<file path="src/rtl/dmach_pkg.sv">
package dmach_pkg;
  typedef enum logic [1:0] {
    SZ_BYTE = 2'd0,
    SZ_HALF = 2'd1,
    SZ_WORD = 2'd2,
    SZ_BAD  = 2'd3
  } acc_size_e;

  localparam int ACT_GATE_A     = 1;
  localparam int ACT_GATE_A_DLY = 2;

  // bytes moved by one access; zero for the unsupported code
  function automatic logic [2:0] size_to_bytes(input logic [1:0] sz);
    case (sz)
      SZ_BYTE: size_to_bytes = 3'd1;
      SZ_HALF: size_to_bytes = 3'd2;
      SZ_WORD: size_to_bytes = 3'd4;
      default: size_to_bytes = 3'd0;
    endcase
  endfunction

  // gate-on-A wins over its delayed variant
  function automatic logic [3:0] fix_done_act(input logic [3:0] a);
    logic [3:0] r;
    r = a;
    if (a[ACT_GATE_A] && a[ACT_GATE_A_DLY]) r[ACT_GATE_A_DLY] = 1'b0;
    return r;
  endfunction
endpackage

</file>
<file path="src/rtl/dmach_trig_sel.sv">
module dmach_trig_sel #(
  parameter int SEL_W   = 3,
  parameter int NUM_EVT = 3,
  parameter int TRIG_W  = 4,
  parameter int MAN_BIT = 3
) (
  input  logic [SEL_W-1:0]   sel,
  input  logic [NUM_EVT-1:0] evt,
  input  logic               man_wr,
  input  logic [TRIG_W-1:0]  man_data,
  output logic               fire
);
  logic [NUM_EVT-1:0] evt_hit;
  logic [TRIG_W-1:0]  man_hit;

  for (genvar g = 0; g < NUM_EVT; g++) begin : g_evt
    assign evt_hit[g] = evt[g] && (sel == SEL_W'(g + 1));
  end

  for (genvar b = 0; b < TRIG_W; b++) begin : g_man
    assign man_hit[b] = man_wr && man_data[b] && (b == MAN_BIT);
  end

  assign fire = (|evt_hit) || (|man_hit);
endmodule

</file>
<file path="src/rtl/dmach_addr_ctr.sv">
module dmach_addr_ctr #(
  parameter int BLOCK_BYTES = 16,
  parameter int START_W     = 2
) (
  input  logic                           clk,
  input  logic                           rst_n,
  input  logic                           load,
  input  logic [START_W-1:0]             start_word,
  input  logic                           step,
  input  logic [2:0]                     step_bytes,
  output logic [$clog2(BLOCK_BYTES)-1:0] addr,
  output logic                           last
);
  localparam int ADDR_W = $clog2(BLOCK_BYTES);
  localparam int CNT_W  = ADDR_W + 1;

  logic [ADDR_W-1:0] base_q;
  logic [CNT_W-1:0]  cnt_q;
  logic [CNT_W:0]    cnt_nxt;

  assign cnt_nxt = (CNT_W + 1)'(cnt_q) + (CNT_W + 1)'(step_bytes);
  assign last    = cnt_nxt >= (CNT_W + 1)'(BLOCK_BYTES);
  assign addr    = base_q + cnt_q[ADDR_W-1:0];

  always_ff @(posedge clk or negedge rst_n) begin
    if (!rst_n) begin
      base_q <= '0;
      cnt_q  <= '0;
    end else if (load) begin
      base_q <= ADDR_W'(start_word) << 2;
      cnt_q  <= '0;
    end else if (step) begin
      cnt_q <= last ? '0 : CNT_W'(cnt_nxt);
    end
  end

  p_count_bound_r5: assert property (@(posedge clk) disable iff (!rst_n)
    cnt_q < CNT_W'(BLOCK_BYTES))
    else $error("byte count left the block");

  p_idle_addr_hold_r9: assert property (@(posedge clk) disable iff (!rst_n)
    (!load && !step) |=> $stable(addr))
    else $error("address moved without an accepted access");
endmodule

</file>
<file path="src/rtl/dmach_done_act.sv">
module dmach_done_act #(
  parameter int ACT_W = 4
) (
  input  logic             clk,
  input  logic             rst_n,
  input  logic             finish,
  input  logic [ACT_W-1:0] cfg_act,
  output logic             done,
  output logic [ACT_W-1:0] act
);
  import dmach_pkg::*;

  always_ff @(posedge clk or negedge rst_n) begin
    if (!rst_n) begin
      done <= 1'b0;
      act  <= '0;
    end else begin
      done <= finish;
      act  <= finish ? ACT_W'(fix_done_act(4'(cfg_act))) : '0;
    end
  end

  p_act_excl_r8: assert property (@(posedge clk) disable iff (!rst_n)
    !(act[ACT_GATE_A] && act[ACT_GATE_A_DLY]))
    else $error("conflicting gate actions");

  p_act_with_done_r8: assert property (@(posedge clk) disable iff (!rst_n)
    (act != '0) |-> done)
    else $error("action outside done pulse");
endmodule

</file>
<file path="src/rtl/crypto_dma_channel.sv">
module crypto_dma_channel #(
  parameter int BLOCK_BYTES = 16,
  parameter int SEL_W       = 3,
  parameter int NUM_EVT     = 3,
  parameter int START_W     = 2,
  parameter int ACT_W       = 4,
  parameter int TRIG_W      = 4,
  parameter bit IS_CH_A     = 1'b1
) (
  input  logic                           clk,
  input  logic                           rst_n,
  input  logic [SEL_W-1:0]               cfg_trig_sel,
  input  logic [START_W-1:0]             cfg_start_word,
  input  logic [ACT_W-1:0]               cfg_done_act,
  input  logic [NUM_EVT-1:0]             evt_i,
  input  logic                           trig_wr,
  input  logic [TRIG_W-1:0]              trig_wdata,
  output logic                           dma_req,
  input  logic                           acc_vld,
  input  logic [1:0]                     acc_size,
  output logic [$clog2(BLOCK_BYTES)-1:0] win_addr,
  output logic                           win_en,
  output logic                           done_o,
  output logic [ACT_W-1:0]               done_act_o
);
  import dmach_pkg::*;

  localparam int MAN_BIT = IS_CH_A ? 3 : 2;

  logic       fire, arm, acc_ok, last, finish;
  logic       active_q, req_q;
  logic [2:0] step_bytes;

  dmach_trig_sel #(
    .SEL_W(SEL_W), .NUM_EVT(NUM_EVT), .TRIG_W(TRIG_W), .MAN_BIT(MAN_BIT)
  ) u_trig (
    .sel(cfg_trig_sel), .evt(evt_i), .man_wr(trig_wr),
    .man_data(trig_wdata), .fire(fire)
  );

  assign step_bytes = size_to_bytes(acc_size);
  assign arm        = fire && !active_q;
  assign acc_ok     = acc_vld && active_q && (step_bytes != 3'd0);
  assign finish     = acc_ok && last;

  dmach_addr_ctr #(.BLOCK_BYTES(BLOCK_BYTES), .START_W(START_W)) u_ctr (
    .clk(clk), .rst_n(rst_n), .load(arm), .start_word(cfg_start_word),
    .step(acc_ok), .step_bytes(step_bytes), .addr(win_addr), .last(last)
  );

  dmach_done_act #(.ACT_W(ACT_W)) u_done (
    .clk(clk), .rst_n(rst_n), .finish(finish), .cfg_act(cfg_done_act),
    .done(done_o), .act(done_act_o)
  );

  always_ff @(posedge clk or negedge rst_n) begin
    if (!rst_n) begin
      active_q <= 1'b0;
      req_q    <= 1'b0;
    end else begin
      if (arm)         active_q <= 1'b1;
      else if (finish) active_q <= 1'b0;
      if (arm)         req_q <= 1'b1;
      else if (acc_ok) req_q <= 1'b0;
    end
  end

  assign dma_req = req_q;
  assign win_en  = acc_ok;

  p_req_in_flight_r4: assert property (@(posedge clk) disable iff (!rst_n)
    dma_req |-> active_q)
    else $error("request while idle");

  p_req_drop_r4: assert property (@(posedge clk) disable iff (!rst_n)
    win_en |=> !dma_req)
    else $error("request kept after access");

  p_done_end_r7: assert property (@(posedge clk) disable iff (!rst_n)
    done_o |-> $fell(active_q))
    else $error("done without end of transfer");

  p_done_pulse_r7: assert property (@(posedge clk) disable iff (!rst_n)
    done_o |=> !done_o)
    else $error("done wider than one cycle");
endmodule

</file>
<file path="config.mk">
export PLATFORM = sky130hd
export DESIGN_NAME = crypto_dma_channel
export DESIGN_NICKNAME = d
export VERILOG_FILES = /design/src/rtl/dmach_pkg.sv /design/src/rtl/dmach_trig_sel.sv /design/src/rtl/dmach_addr_ctr.sv /design/src/rtl/dmach_done_act.sv /design/src/rtl/crypto_dma_channel.sv
export SDC_FILE = /design/constraint.sdc
export NUM_CORES = 1
export LEC_CHECK = 0
export BUFFER_PORTS_ARGS = -buffer_cell sky130_fd_sc_hd__buf_2
export CAP_MARGIN = 20
export CORE_UTILIZATION = 23
export DETAILED_ROUTE_END_ITERATION = 10
export PLACE_DENSITY = 0.5
export SLEW_MARGIN = 20
export SYNTH_ARGS = -nofsm -noshare
export SYNTH_HDL_FRONTEND = slang
export SYNTH_HIERARCHICAL = 1
export SYNTH_SLANG_ARGS = --single-unit
</file>
<file path="constraint.sdc">
create_clock -name clk -period 6.2 [get_ports clk]
set_input_delay 0.62 -clock clk [delete_from_list [all_inputs] [get_ports clk]]
set_output_delay 0.62 -clock clk [all_outputs]
set_load 0.02 [all_outputs]
</file>
==> results of run 1 <==
through the flow:
stage                     area [um^2]  power (W)  setup slack, ns
after floorplan                   783   0.000254             3.93
after global placement            965   0.000286             3.58
after detailed placement          965   0.000289             3.57
after CTS                        1000   0.000357             3.87
after global routing             1000   0.000379             3.78
final                            1000   0.000350             3.90
critical path: cells and delay by family:
kind,cells,cell delay (ns)
compound gates,2,0.49
simple gates,4,0.92
buf+inv,2,0.19
fa+ha+maj,1,0.27
sequential cells by signal, indices dropped and copies added, names as in the netlist:
signal / flops
dma_req: 1
active_q: 1
u_ctr/base_q: 2
u_ctr/cnt_q: 5
u_done/done: 1
u_done/act: 4
worst min path at each step:
stage | cells past startpoint | start | endpoint
detailed placement | 1 | u_ctr/base_q[2] | u_ctr/base_q[2]
global placement | 1 | u_ctr/base_q[2] | u_ctr/base_q[2]
finish | 1 | rst_n | u_done/act[1]
CTS | 1 | rst_n | u_done/act[1]
global route | 1 | rst_n | u_done/act[1]
floorplan | 0 | rst_n | active_q
per-layer routing:
metal | up-vias | global-route usage (%) | part of all wire (%)
met1 | 297 | 11.3 | 44
met4 | 0 | 4.98 | 1.6
met2 | 23 | 16.6 | 48
met3 | 4 | 1.49 | 6.0
li1 | 306 | - | -
met5 | - | 0 | 0
cell type report:
class | instances | area (um^2) | area share, %
well taps | 44 | 55.1 | 5.50
repair buffers | 29 | 145 | 14.5
multi-input cells | 49 | 407 | 40.6
flip-flops and latches | 14 | 350 | 35.0
inverters | 2 | 7.51 | 0.750
clock buffers | 4 | 36.3 | 3.62
power by group:
part	switching, W	internal [W]
sequential	0.0000187	0.000113
clock	0.0000298	0.0000357
combinational	0.0000819	0.0000707
cells in the mapped netlist (all sizes together):
master	number	area share (%)
buf	2	1.9
inv	2	0.96
or3	1	0.80
and2b	1	0.96
a211oi	1	0.96
nor4b	1	1.1
and2	4	3.8
a32o	2	2.6
a31oi	1	0.80
and3b	1	1.1
ha	4	6.4
nor3b	2	1.9
nor2b	6	5.1
a2bb2oi	1	1.1
a22o	1	1.1
and3	1	0.80
xnor2	3	3.4
dfrtp	14	45
mux2	3	4.8
a21boi	1	1.4
and4	1	1.4
o21bai	1	0.96
fa	1	2.6
nor4bb	1	1.3
a221o	2	2.6
nor2	5	2.4
clkbuf	1	0.48
nand2	3	1.4
o311ai	1	1.1
kinds of logic (layout without fill, tap and decap cells):
logic type / after synthesis / after routing / synth area share, %
AO/OA/AOI/OAI: 11 / 11 / 12.6
flip-flops: 14 / 14 / 44.7
buffers and inverters: 5 / 35 / 3.35
multiplexers: 3 / 3 / 4.79
adder cells (fa/ha/maj): 5 / 5 / 8.95
AND/OR/NAND/NOR: 27 / 27 / 22.2
XOR/XNOR: 3 / 3 / 3.36
==> impl_metrics.yaml, run 1 <==
synth:
  syn_area_um2: 783
  synth-seq-cells: 14
  synth_cell_types: 31
  netlist_instances: 68
  syn_nets: 95
  yosysWarnings: 6
  yosysSeqAreaShare_pct: 44.7
  avgSynthCellArea_um2: 11.5
global_routing:
  track_usage_pct: 9.55
  overflow: 0
  grt_pass1_vias: 651
  grt_pass1_wl_mm: 2.58
  grt_max_degree: 15
  antenna_found_initial: 0
run:
  cap_violations: 0
worst_setup_path:
  r2r_setup_slack_ns: 4.04
  cp_cell_sequence: "buf_2 > nor2b_1 > ha_1 > a211oi_1 > and4_4 > a221o_1 > inv_1 > and3_1 > and2_2"
  path_max_fanout: 5
  crit_path_end_kind: "flop"
  crit_required_ns: 6.38
  reg2reg_from: "u_ctr/cnt_q[0]"
  path_class: "input pin to flop"
  crit_slowest_cell: "ha_1"
  crit_end: "u_done/act[1]"
  cp-start-kind: "input pin"
  r2r-end: "u_done/act[3]"
  cp_data_arrival_time_ns: 2.49
  worst_path_largest_cell_delay_ns: 0.27
  crit_start: "acc_size[0]"
  r2r_cells: 7
pwr:
  ir_drop_v: 0.000137
  p_per_area_nw_per_um2: 350
  power.leakage_nw: 0.519
cells_and_area:
  fill_cells: 355
  instances_no_fill: 142
  syn_to_final_growth_pct: 27.8
  final_util_pct: 31.7
  antenna_cells: 0
  layout_commonest_cell: "buf_2"
  fin_nets: 126
  final_cell_mix: "29 x buf_2, 14 x dfrtp_1, 5 x nor2_1, 5 x nor2b_1"
  drive_gt1_share_pct: 43.9
cts:
  cts_buffers: 3
  clk_path_buf_depth: 2
  htreeDepth: 1
  postCtsSetupRepairBufs: 0
  hold_buffers: 0
  cts_tree: "done"
  clock_sinks: 14
  insertion_delay_ns: 0.28
  cts_resized: 0
  cts_root_buf: "clkbuf_4"
  cts.clk_slew.worst_paths_ns: 0.09
timing:
  finalClockSkew_ns: 0.00963
  hold_viol_final: 0
  tightest_slew_ns: 0.461
  report.final.slew_viol_count: 0
  rsz0062_at_grt: "false"
  post-route-min-period_ns: 2.30
  relSlewSlack_pct: 69.2
  final.setup.tns_ns: 0
  clock.fmax_ghz: 0.434
  post-route-period-util_pct: 37.1
  whs_ns: 0.210
  setup_viol: 0
route:
  vias: 630
  viasPerCell: 4.44
  postRouteAntennaNets: 0
  wirelength_mm: 1.46
  first_iter_violations: 2
  drc: 0
  avgRoutedWirePerCell_um: 10.3
  drtPass1Iterations: 4
run_status:
  outcome: "complete, no violations"
floorplan:
  fp.dieW_um: 60.4
  rows: 20
  dieArea_um2: 3640
  pin_count: 33
  core_um2: 3150
  start_util_pct: 24.8
  die_h_um: 60.4
placement:
  portBuffers: 29
  routabilityCongestion: 0.772
  dpl.cell_count: 138
  hpwl_mm: 1.18
hold_path:
  hold_path.class: "input pin to async pin"
Power figures use the tool's default switching activity.
==> run 2, diff against run 1 <==
ABC_AREA = 1   (was default)
PLACE_DENSITY = 0.52   (was 0.5)
clock period = 2 ns   (was 6.2 ns; I/O delays follow)
==> impl_metrics.yaml, run 2 <==
floorplan:
  start_util_pct: 24.0
  pin_count: 33
  dieArea_um2: 3730
  die_h_um: 61.1
  rows: 21
  core_um2: 3340
  fp.dieW_um: 61.1
synth:
  synth-seq-cells: 14
  avgSynthCellArea_um2: 7.94
  synth-edff-count: 0
  yosysTopAreaCell: "dfrtp_1"
  yosysSeqAreaShare_pct: 43.7
  syn_nets: 128
  syn_area_um2: 802
  synth_cell_types: 18
  synth_area_leaders: "dfrtp_1 44%, nand2_1 15%, inv_1 8.4%"
  yosysTopAreaCellShare_pct: 43.7
  netlist_instances: 101
  yosysWarnings: 6
  synth.most_common_cell: "nand2_1"
  ys.flop_type: "dfrtp_1"
  async_flop_share_pct: 100
  synth_common_cells: "33 x nand2_1, 18 x inv_1, 14 x dfrtp_1, 10 x nor2_1"
route:
  avgRoutedWirePerCell_um: 8.89
  vias: 709
  drc: 0
  first_iter_violations: 9
  wirelength_mm: 1.59
  drtPass1Iterations: 4
  viasPerCell: 3.96
  postRouteAntennaNets: 0
worst_setup_path:
  critPathBufInv: 2
  crit_slowest_cell: "dfrtp_1"
  path_max_fanout: 5
  cp_top_family: "adder cells"
  crit_path_end_kind: "flop"
  crit_required_ns: 2.22
  path_class: "flop to flop"
  cp_cell_sequence: "ha_1 > fa_1 > nand3_1 > nand2_1 > nand3_2 > nand2_4 > inv_1 > nand3_2 > inv_2 > nand2_1 > nor2_1"
  r2r_setup_slack_ns: 0.17
  worst_path_largest_cell_delay_ns: 0.41
  cp_data_arrival_time_ns: 2.04
  cp-start-kind: "flop"
global_routing:
  overflow: 0
  grt_pass1_wl_mm: 3.11
  grt_pass1_vias: 768
  grt_max_degree: 15
  track_usage_pct: 11.4
  antenna_found_initial: 0
hold_path:
  hold_path.class: "input pin to flop"
run:
  cap_violations: 0
cells_and_area:
  layout_commonest_cell: "nand2_1"
  fin_nets: 161
  largestRegisters: "u_ctr/cnt_q x5, u_done/act x4, u_ctr/base_q x2"
  syn_to_final_growth_pct: 29.2
  largest_register: "u_ctr/cnt_q"
  final_cell_mix: "33 x nand2_1, 29 x buf_2, 17 x inv_1, 14 x dfrtp_1, 10 x nor2_1"
  largest_reg_flops: 5
  drive_gt1_share_pct: 30.8
  instances_no_fill: 179
  antenna_cells: 0
cts:
  insertion_delay_ns: 0.28
  postCtsSetupRepairBufs: 0
  clock_sinks: 14
  cts_tree: "done"
  cts_root_buf: "clkbuf_4"
  htreeDepth: 1
  cts.clk_slew.worst_paths_ns: 0.09
  clk_path_buf_depth: 2
  cts_buffers: 3
timing:
  final.setup.tns_ns: 0
  post-route-min-period_ns: 1.83
  relSlewSlack_pct: 72.6
  post-route-period-util_pct: 91.4
  report.final.slew_viol_count: 0
  clock.fmax_ghz: 0.547
  setup_viol: 0
  hold_viol_final: 0
  rsz0062_at_grt: "false"
  tightest_slew_ns: 0.410
  finalClockSkew_ns: 0.00370
pwr:
  p_per_area_nw_per_um2: 1060
  finalPower_w: 0.00110
  ir_drop_v: 0.000356
  power.leakage_nw: 0.640
placement:
  routabilityCongestion: 0.773
  hpwl_mm: 1.33
  dpl.cell_count: 174
  portBuffers: 29
run_status:
  outcome: "complete, no violations"
-- run 2: cell families (layout without fill, tap and decap cells) --
kind of cell | count (synthesis) | count (layout) | share of synthesized area (%)
AND/OR/NAND/NOR | 57 | 57 | 32.0
buffers and inverters | 20 | 52 | 10.3
flip-flops | 14 | 14 | 43.7
adder cells (fa/ha/maj) | 5 | 5 | 8.74
XOR/XNOR | 3 | 3 | 3.28
AO/OA/AOI/OAI | 2 | 2 | 2.03
-- run 2: worst register-to-register path, stage by stage, from the launching register on --
cell,delay (ns)
dfrtp_1,0.41
ha_1,0.22
fa_1,0.41
nand3_1,0.12
nand2_1,0.07
nand3_2,0.09
nand2_4,0.07
inv_1,0.07
nand3_2,0.08
inv_2,0.10
nand2_1,0.05
nor2_1,0.08
-- run 2: path summary, 6_finish.rpt --
check | cells past startpoint | to | startpoint
max in group asynchronous | 2 | u_ctr/base_q[2] | rst_n
worst min-delay path | 2 | u_done/act[2] | cfg_done_act[1]
worst max-delay path | 11 | u_done/act[2] | u_ctr/cnt_q[0]
worst max register to register | 11 | u_done/act[2] | u_ctr/cnt_q[0]
worst min register to register | 2 | dma_req | dma_req
min in group asynchronous | 2 | u_ctr/cnt_q[2] | rst_n
-- run 2: repair_timing --
item                                    CTS  global route
hold buffers                              1             0
endpoints found under the hold margin    14             0
endpoints found under the setup margin    0             4
resized for setup                         0             1
-- run 2: area by class of cell --
type | count | area [um^2]
fillers | 368 | 2300
inverters | 18 | 67.6
clock buffers | 4 | 36.3
multi-input cells | 67 | 369
repair buffers | 30 | 155
flip-flops and latches | 14 | 350
well taps | 46 | 57.6
-- run 2: through the flow --
step / hold slack [ns] / worst slack (ns) / area (um^2) / util [%]
finish: 0.0711 / 0.173 / 1040 / 31.0
global route: 0.0529 / 0.00216 / 1040 / 31.0
detailed placement: 0.115 / 0.107 / 990 / 29.7
global placement: 0.112 / 0.163 / 990 / 29.7
floorplan: -0.0956 / 0.309 / 802 / -
CTS: 0.0606 / 0.0908 / 1040 / 31.0
-- run 2: power by group --
group | internal [W] | switching [W]
clock network | 0.000111 | 0.0000937
registers | 0.000355 | 0.0000602
logic | 0.000188 | 0.000294
-- run 2: routing by layer --
layer | GRT usage (%) | share of wire (%) | wire [um]
met5 | 0 | 0 | 0
met1 | 12.3 | 41 | 651
met3 | 5.04 | 8.7 | 138
met2 | 21.0 | 50 | 791
met4 | 1.95 | 0.63 | 10
==> run 3, diff against run 2 <==
CORE_ASPECT_RATIO = 1.25   (was default)
SYNTH_HIERARCHICAL = default   (was 1)
==> impl_metrics.yaml, run 3 <==
run_status:
  outcome: "complete, no violations"
cells_and_area:
  final_cell_mix: "29 x buf_2, 27 x nand2_1, 14 x inv_1, 14 x dfrtp_1, 13 x nand3_1"
  antenna_cells: 0
  syn_to_final_growth_pct: 30.5
  fill_cells: 370
  layout_commonest_cell: "buf_2"
  fin_nets: 159
  drive_gt1_share_pct: 31.3
  fin_area_um2: 1030
  largest_reg_flops: 5
  largest_register: "u_ctr.cnt_q"
  largestRegisters: "u_ctr.cnt_q x5, u_done.act x4, u_ctr.base_q x2"
timing:
  finalClockSkew_ns: 0.000961
  post-route-period-util_pct: 88.2
  tightest_slew_ns: 0.325
  relSlewSlack_pct: 78.3
  rsz0062_at_grt: "false"
  post-route-min-period_ns: 1.76
  report.final.slew_viol_count: 0
  setup_viol: 0
  whs_ns: 0.161
  clock.fmax_ghz: 0.567
  final.setup.tns_ns: 0
  hold_viol_final: 0
synth:
  yosysTopAreaCellShare_pct: 44.3
  yosysSeqAreaShare_pct: 44.3
  synth.most_common_cell: "nand2_1"
  netlist_instances: 99
  synth_common_cells: "27 x nand2_1, 14 x dfrtp_1, 14 x inv_1, 13 x nand3_1, 12 x nor2_1"
  synth-seq-cells: 14
  synth-edff-count: 0
  syn_nets: 126
  syn_area_um2: 791
  synth_cell_types: 14
  ys.flop_type: "dfrtp_1"
  async_flop_share_pct: 100
  yosysTopAreaCell: "dfrtp_1"
  synth_area_leaders: "dfrtp_1 44%, nand2_1 13%, nand3_1 8.2%"
  yosysWarnings: 0
  avgSynthCellArea_um2: 7.99
pwr:
  power.leakage_nw: 0.627
  ir_drop_v: 0.000461
  p_per_area_nw_per_um2: 1150
placement:
  routabilityCongestion: 0.820
  portBuffers: 29
  hpwl_mm: 1.29
  place_area_um2: 967
route:
  drtPass1Iterations: 4
  wirelength_mm: 1.66
  first_iter_violations: 16
  drc: 0
  postRouteAntennaNets: 0
  viasPerCell: 4.18
  avgRoutedWirePerCell_um: 9.88
  vias: 703
global_routing:
  antenna_found_initial: 0
  grt_util_met1_pct: 13.0
  grt_pass1_vias: 657
  busiest_layer: "met2"
  track_usage_pct: 10.6
  grtUsageMet3_pct: 2.25
  grt_max_degree: 15
  overflow: 0
  grt_pass1_wl_mm: 2.73
  grtUsageMet2_pct: 16.6
cts:
  clk_path_buf_depth: 2
  clock_sinks: 14
  cts_buffers: 3
  postCtsSetupRepairBufs: 0
  cts_tree: "done"
  hold_buffers: 1
  htreeDepth: 1
  insertion_delay_ns: 0.24
  cts_resized: 0
  cts.clk_slew.worst_paths_ns: 0.06
  cts_root_buf: "clkbuf_8"
worst_setup_path:
  cp_data_arrival_time_ns: 1.90
  path_class: "flop to flop"
  crit_path_end_kind: "flop"
  crit_required_ns: 2.13
  path_max_fanout: 6
  cp-start-kind: "flop"
floorplan:
  fp.dieW_um: 54.4
  core_um2: 3250
  die_h_um: 67.6
  start_util_pct: 24.3
  dieArea_um2: 3680
  pin_count: 33
  rows: 23
hold_path:
  hold_path.class: "input pin to flop"
run:
  cap_violations: 0
[run 3: changes by cell type after synthesis, moves of 2 or more]
cell / change
nand3_1: +9
nor2_1: +2
inv_1: -4
nand2_2: +2
nand2_1: -6
nand4_1: -3
[run 3: report_power, final]
part	leakage [nW]	total [W]	internal [W]	switching (W)
Combinational	0.416	0.000496	0.000188	0.000307
Clock	0.0288	0.000279	0.000174	0.000105
Sequential	0.183	0.000417	0.000358	0.0000590
[run 3: logic make-up after synthesis]
kind of cell / Yosys count / synth area share [%]
buffers and inverters: 17 / 9.02
AND/OR/NAND/NOR: 60 / 34.5
XOR/XNOR: 3 / 3.32
flip-flops: 14 / 44.3
adder cells (fa/ha/maj): 5 / 8.86
[run 3: final timing paths]
path | from | end | slack [ns] | cells after the start
worst max-delay path | u_ctr.cnt_q[0] | active_q | 0.24 | 9
worst min-delay path | cfg_done_act[0] | u_done.act[0] | 0.16 | 3
worst max register to register | u_ctr.cnt_q[0] | active_q | 0.24 | 9
worst min register to register | dma_req | dma_req | 0.48 | 2
max in group asynchronous | rst_n | u_done.act[1] | 1.37 | 2
min in group asynchronous | rst_n | u_done.act[0] | 0.38 | 2
[run 3: critical path, cell delays in order, from the launching register on]
cell and delay (ns):
dfrtp_1 0.37, ha_1 0.17, inv_1 0.06, fa_1 0.44, inv_1 0.07, nand3_1 0.09
nand3_1 0.14, nand3_2 0.18, nand2_2 0.09, nand2_1 0.05
[run 3: cell type report]
class / instances / area, um^2 / share of cell area [%]
timing repair buffer: 30 / 155 / 15.0
sequential: 14 / 350 / 33.9
tap: 37 / 46.3 / 4.48
clock buffer: 4 / 55.1 / 5.33
multi-input combinational: 68 / 369 / 35.8
inverter: 15 / 56.3 / 5.45
[run 3: stage by stage]
stage	util, %	instances	power, W	worst slack [ns]
4_1_cts	31.7	168	0.00121	0.207
3_3_place_gp	29.7	163	0.000914	0.213
6_report	31.7	168	0.00119	0.235
2_1_floorplan	-	99	0.000800	0.428
3_5_place_dp	29.7	163	0.000923	0.169
5_1_grt	31.7	168	0.00129	0.0612
[run 3: per-layer routing]
| layer | up-vias | share of wire (%) |
|---|---|---|
| met5 | - | 0 |
| met4 | 0 | 2.8 |
| met3 | 4 | 4.5 |
| met2 | 19 | 51 |
| met1 | 314 | 42 |
| li1 | 366 | - |
